===== src/rtl/tuner_rst_pkg.sv =====
package tuner_rst_pkg;

  // Register field positions inside the control word
  localparam int BIT_SW_SEL  = 8;
  localparam int BIT_SW_RST  = 9;
  localparam int BIT_SW_OE   = 10;
  localparam int BIT_HOLD_OE = 14;
  localparam int BIT_HOLD_RST = 15;
  localparam int STRAP_W     = 2;

  // Software override fields
  typedef struct packed {
    logic oe;
    logic rst;
    logic sel;
  } swCfg_t;

  // Strobes from the control side to the datapath
  typedef struct packed {
    logic swWrite;
    logic holdCapture;
    logic strapCapture;
  } ctrlStrobes_t;

endpackage


===== src/rtl/tuner_rst_ctl.sv =====
module tuner_rst_ctl
  import tuner_rst_pkg::*;
#(
  parameter int          ADDR_W     = 12,
  parameter logic [11:0] REG_OFFSET = 12'h004
) (
  input  logic              clk,
  input  logic              rstN,
  input  logic              wrEn,
  input  logic [ADDR_W-1:0] wrAddr,
  input  logic              unlock,
  input  logic              modInReset,
  input  logic              strapDone,
  output ctrlStrobes_t      strobes,
  output logic              strapTaken
);

  localparam logic [ADDR_W-1:0] OFFSET_CMP = ADDR_W'(REG_OFFSET);

  logic addrHit;

  assign addrHit = (wrAddr == OFFSET_CMP);

  always_comb begin
    strobes              = '0;
    strobes.swWrite      = wrEn && addrHit && unlock;
    strobes.holdCapture  = !modInReset;
    strobes.strapCapture = strapDone && !strapTaken;
  end

  // Sticky flag: strap bits are taken once per reset
  always_ff @(posedge clk or negedge rstN) begin
    if (!rstN) begin
      strapTaken <= 1'b0;
    end else if (strobes.strapCapture) begin
      strapTaken <= 1'b1;
    end
  end

endmodule


===== src/rtl/tuner_rst_dp.sv =====
module tuner_rst_dp
  import tuner_rst_pkg::*;
#(
  parameter int DATA_W = 32
) (
  input  logic               clk,
  input  logic               rstN,
  input  ctrlStrobes_t       strobes,
  input  logic               strapTaken,
  input  swCfg_t             wrCfg,
  input  logic               modRst,
  input  logic               modRstOe,
  input  logic               modSel,
  input  logic [STRAP_W-1:0] strapPins,
  output logic               tunerRst,
  output logic               tunerRstOe,
  output logic               bootFromFlash,
  output logic [DATA_W-1:0]  rdData
);

  swCfg_t             swCfg;
  logic               holdRst;
  logic               holdOe;
  logic [STRAP_W-1:0] strapLat;

  // Software override fields
  always_ff @(posedge clk or negedge rstN) begin
    if (!rstN) begin
      swCfg <= '0;
    end else if (strobes.swWrite) begin
      swCfg <= wrCfg;
    end
  end

  // Held copy of the module-side pair, frozen while the module is in reset
  always_ff @(posedge clk or negedge rstN) begin
    if (!rstN) begin
      holdRst <= 1'b0;
      holdOe  <= 1'b0;
    end else if (strobes.holdCapture) begin
      holdRst <= modRst;
      holdOe  <= modRstOe;
    end
  end

  // One capture flop per strap bit
  for (genvar gi = 0; gi < STRAP_W; gi++) begin : g_strap
    always_ff @(posedge clk or negedge rstN) begin
      if (!rstN) begin
        strapLat[gi] <= 1'b0;
      end else if (strobes.strapCapture) begin
        strapLat[gi] <= strapPins[gi];
      end
    end
  end

  // Three-way source selection, software first
  always_comb begin
    if (swCfg.sel) begin
      tunerRst   = swCfg.rst;
      tunerRstOe = swCfg.oe;
    end else if (modSel) begin
      tunerRst   = holdRst;
      tunerRstOe = holdOe;
    end else begin
      tunerRst   = modRst;
      tunerRstOe = modRstOe;
    end
  end

  assign bootFromFlash = strapTaken ? strapLat[0] : strapPins[0];

  always_comb begin
    rdData                   = '0;
    rdData[BIT_SW_SEL]       = swCfg.sel;
    rdData[BIT_SW_RST]       = swCfg.rst;
    rdData[BIT_SW_OE]        = swCfg.oe;
    rdData[BIT_HOLD_OE]      = holdOe;
    rdData[BIT_HOLD_RST]     = holdRst;
    rdData[STRAP_W-1:0]      = strapLat;
  end

endmodule


===== src/rtl/tuner_rst_ctrl.sv =====
module tuner_rst_ctrl
  import tuner_rst_pkg::*;
#(
  parameter int          DATA_W     = 32,
  parameter int          ADDR_W     = 12,
  parameter logic [11:0] REG_OFFSET = 12'h004
) (
  input  logic              clk,
  input  logic              rstN,
  input  logic              wrEn,
  input  logic [ADDR_W-1:0] wrAddr,
  input  logic [DATA_W-1:0] wrData,
  input  logic              unlock,
  input  logic              modRst,
  input  logic              modRstOe,
  input  logic              modSel,
  input  logic              modInReset,
  input  logic [1:0]        strapPins,
  input  logic              strapDone,
  output logic              tunerRst,
  output logic              tunerRstOe,
  output logic              bootFromFlash,
  output logic [DATA_W-1:0] rdData
);

  ctrlStrobes_t strobes;
  logic         strapTaken;
  swCfg_t       wrCfg;
  logic         unusedWrBits;

  assign wrCfg.sel    = wrData[BIT_SW_SEL];
  assign wrCfg.rst    = wrData[BIT_SW_RST];
  assign wrCfg.oe     = wrData[BIT_SW_OE];
  assign unusedWrBits = ^{wrData[DATA_W-1:BIT_SW_OE+1], wrData[BIT_SW_SEL-1:0]};

  tuner_rst_ctl #(
    .ADDR_W     (ADDR_W),
    .REG_OFFSET (REG_OFFSET)
  ) i_ctl (
    .clk        (clk),
    .rstN       (rstN),
    .wrEn       (wrEn),
    .wrAddr     (wrAddr),
    .unlock     (unlock),
    .modInReset (modInReset),
    .strapDone  (strapDone),
    .strobes    (strobes),
    .strapTaken (strapTaken)
  );

  tuner_rst_dp #(
    .DATA_W (DATA_W)
  ) i_dp (
    .clk           (clk),
    .rstN          (rstN),
    .strobes       (strobes),
    .strapTaken    (strapTaken),
    .wrCfg         (wrCfg),
    .modRst        (modRst),
    .modRstOe      (modRstOe),
    .modSel        (modSel),
    .strapPins     (strapPins),
    .tunerRst      (tunerRst),
    .tunerRstOe    (tunerRstOe),
    .bootFromFlash (bootFromFlash),
    .rdData        (rdData)
  );

endmodule


===== config.mk =====
export PLATFORM = sky130hd
export DESIGN_NAME = tuner_rst_ctrl
export DESIGN_NICKNAME = d
export VERILOG_FILES = /design/src/rtl/tuner_rst_pkg.sv /design/src/rtl/tuner_rst_ctl.sv /design/src/rtl/tuner_rst_dp.sv /design/src/rtl/tuner_rst_ctrl.sv
export SDC_FILE = /design/constraint.sdc
export NUM_CORES = 1
export LEC_CHECK = 0
export ABC_CLOCK_PERIOD_IN_PS = 1410
export BUFFER_PORTS_ARGS = -buffer_cell sky130_fd_sc_hd__buf_2
export CAP_MARGIN = 20
export CORE_MARGIN = 2
export CORE_UTILIZATION = 29
export DETAILED_ROUTE_END_ITERATION = 7
export PLACE_DENSITY = 0.91
export SYNTH_ARGS = -nofsm -noshare
export SYNTH_HDL_FRONTEND = slang
export SYNTH_SLANG_ARGS = --single-unit

===== constraint.sdc =====
create_clock -name clk -period 1.41 [get_ports clk]
set_clock_uncertainty 0.2 [all_clocks]
set_input_delay 0.2115 -clock clk [delete_from_list [all_inputs] [get_ports clk]]
set_output_delay 0.2115 -clock clk [all_outputs]
set_load 0.01 [all_outputs]

==> flow_summary.toml <==
[routing]
via_count = 478
drt-total-wl_mm = 1.323
drtPass1Iterations = 4
viasPerCell = 3.794
drtAntennaViolNets = 0
wire_per_inst_um = 10.50
first_iter_violations = 5
post-route-drc-count = 0

[grt]
grt_pass1_vias = 460
grt_pass1_wl_mm = 1.987
grtUsageTotal_pct = 10.91
grt_max_degree = 9
grt.overflow.total = 0
antenna_found_initial = 0

[critical_path]
cp_max_fo = 2
slowest_stage = "dfrtp_1"
crit_chain = "mux2_4, buf_6"
critPathArrivalTime_ps = 1080
crit_path_start_kind = "flip-flop"
critical_path.top_delay_family = "flip-flops"
worst-path-buf-inv = 1
crit_required_ps = 1000
end_kind = "output pin"
max_stage_delay_ps = 400
timing_worst_setup_path_type = "flip-flop to output pin"

[status]
status = "finished with violations"
violations = "negative setup slack"

[clock_tree]
clkTransAtPathRegs_ps = 50
cts_tree = "built"
cts_buffers = 3
cts_root_buf = "clkbuf_4"
clock-sinks = 8
htreeDepth = 1
clk_latency_ps = 240
cts_buffer_depth = 2

[synth]
synth_top_area_share_pct = 33.96
syn_area_per_cell_um2 = 10.47
ys_seq_area_share_pct = 33.54
syn_area_um2 = 596.8
yosys_warnings = 0
yosysTopAreaCell = "buf_4"
synth-seq-cells = 8
ys_types = 14
synthCells = 57
ys_top_cells_by_area = "buf_4, dfrtp_1, mux2_2, mux2i_1, nor4b_2"

[die]
io_pins = 90
fp.dieW_um = 49.37
dieArea_um2 = 2437
core_um2 = 1942
rows = 16
fp.dieH_um = 49.37
initial_core_util_pct = 30.73

[sta]
period_share_pct = 105.8
setup_viol = 1
min_period_ps = 1492
fmax_ghz = 0.6704
rsz0062_at_grt = "true"
setup_ws_ps = -81.65
slew_violations = 0
setup_tns_ps = -81.65
hold_viol_final = 0

[power]
total_power_mw = 0.5781
p_leak_nw = 0.4422
power_density_nw_per_um2 = 731.0
ir_drop_v = 0.0006018

[placed_design]
place_hpwl_mm = 1.109
gp_congestion = 0.6269
io_buffers = 35
dp_slack_ps = -53.53
placed_cell_area_um2 = 693.2

[job]
drv_cap = 0

[finish]
final_util_pct = 40.72
syn2layout_area_growth_pct = 32.49
nets = 156
drive_gt1_share_pct = 54.55
final_area_um2 = 790.8
diodes = 0

[hold_path]
hold_path.class = "input port to flip-flop"
## through the flow
stage	hold slack [ps]	cells
final	14.61	126
after detailed placement	-136.2	116
after global placement	-139.3	116
after global routing	7.054	126
after floorplan	-284.1	81
after CTS	7.825	126
## worst reg2reg max path: cells and delay by family, from the launching register on
| kind | cells | cell delay (ps) |
|---|---|---|
| and+or+nand+nor | 1 | 140 |
| DFF | 1 | 400 |
| muxes | 1 | 350 |
| buffers and inverters | 1 | 150 |
## flip-flops by register name (all words and copies together), names as in the netlist
signal,cells
i_dp.holdRst,1
i_dp.rdData,5
i_ctl.strapTaken,1
i_dp.holdOe,1
## metal layers
metal,up-vias,share of wire (%),track usage [%]
li1,223,-,-
met1,216,31,9.867
met2,37,58,22.30
met3,2,10,4.908
met4,0,1.1,0.9524
met5,-,0,0
## synthesized netlist by cell type (all sizes together)
master  instances
nor4b           1
dfrtp           8
mux2            8
or2             1
buf            27
o21ai           2
nand2           2
nor2            1
mux2i           2
nor2b           1
nor4            1
and4bb          1
nand4           1
conb            1
## kinds of logic after synthesis
group           after synthesis  synth area share (%)
compound gates                2                 1.677
buf+inv                      27                 33.96
flops                         8                 33.54
mux                          10                 18.45
other cells                   1                0.6283
simple gates                  9                 11.74
## where the power goes
part / switching (mW) / internal (mW)
logic: 0.0805 / 0.0791
clock network: 0.0705 / 0.0969
registers: 0.00833 / 0.243
## final cells by class
class                      count  area (µm²)
clock buffer                   3       22.52
multi-input combinational     46       290.3
timing repair buffer          42       244.0
sequential                     8       200.2
tap                           27       33.78
fill                         188        1151
## placed cells by master, fill, tap and decap left out, drive strengths merged
| cell type | n |
|---|---|
| buf | 38 |
| or2 | 1 |
| nor2b | 1 |
| o21ai | 2 |
| nor4 | 1 |
| conb | 25 |
| nand2 | 2 |
| nor4b | 1 |
| nor2 | 1 |
| dlygate4sd3 | 4 |
| clkbuf | 3 |
| nand4 | 1 |
| dfrtp | 8 |
| mux2i | 2 |
| and4bb | 1 |
| mux2 | 8 |
## final timing paths
kind,cells after the start,start,slack [ps],end
setup / recovery,2,i_ctl.strapTaken,-80,bootFromFlash
hold / removal,2,wrData[8],10,i_dp.rdData[8]
setup reg to reg,3,i_ctl.strapTaken,70,i_dp.rdData[0]
hold reg to reg,1,i_dp.rdData[1],310,i_dp.rdData[1]
max in group asynchronous,2,rstN,700,i_ctl.strapTaken
min in group asynchronous,2,rstN,140,i_dp.rdData[8]
## repair_timing
item                                   4_1_cts  5_1_grt
endpoints found under the hold margin       11        0
setup endpoints to repair                    3        5
hold buffers                                 4        0
setup buffers                                3        0
resized for setup                            2        3
Note: power is estimated with default switching activity, not from simulation.
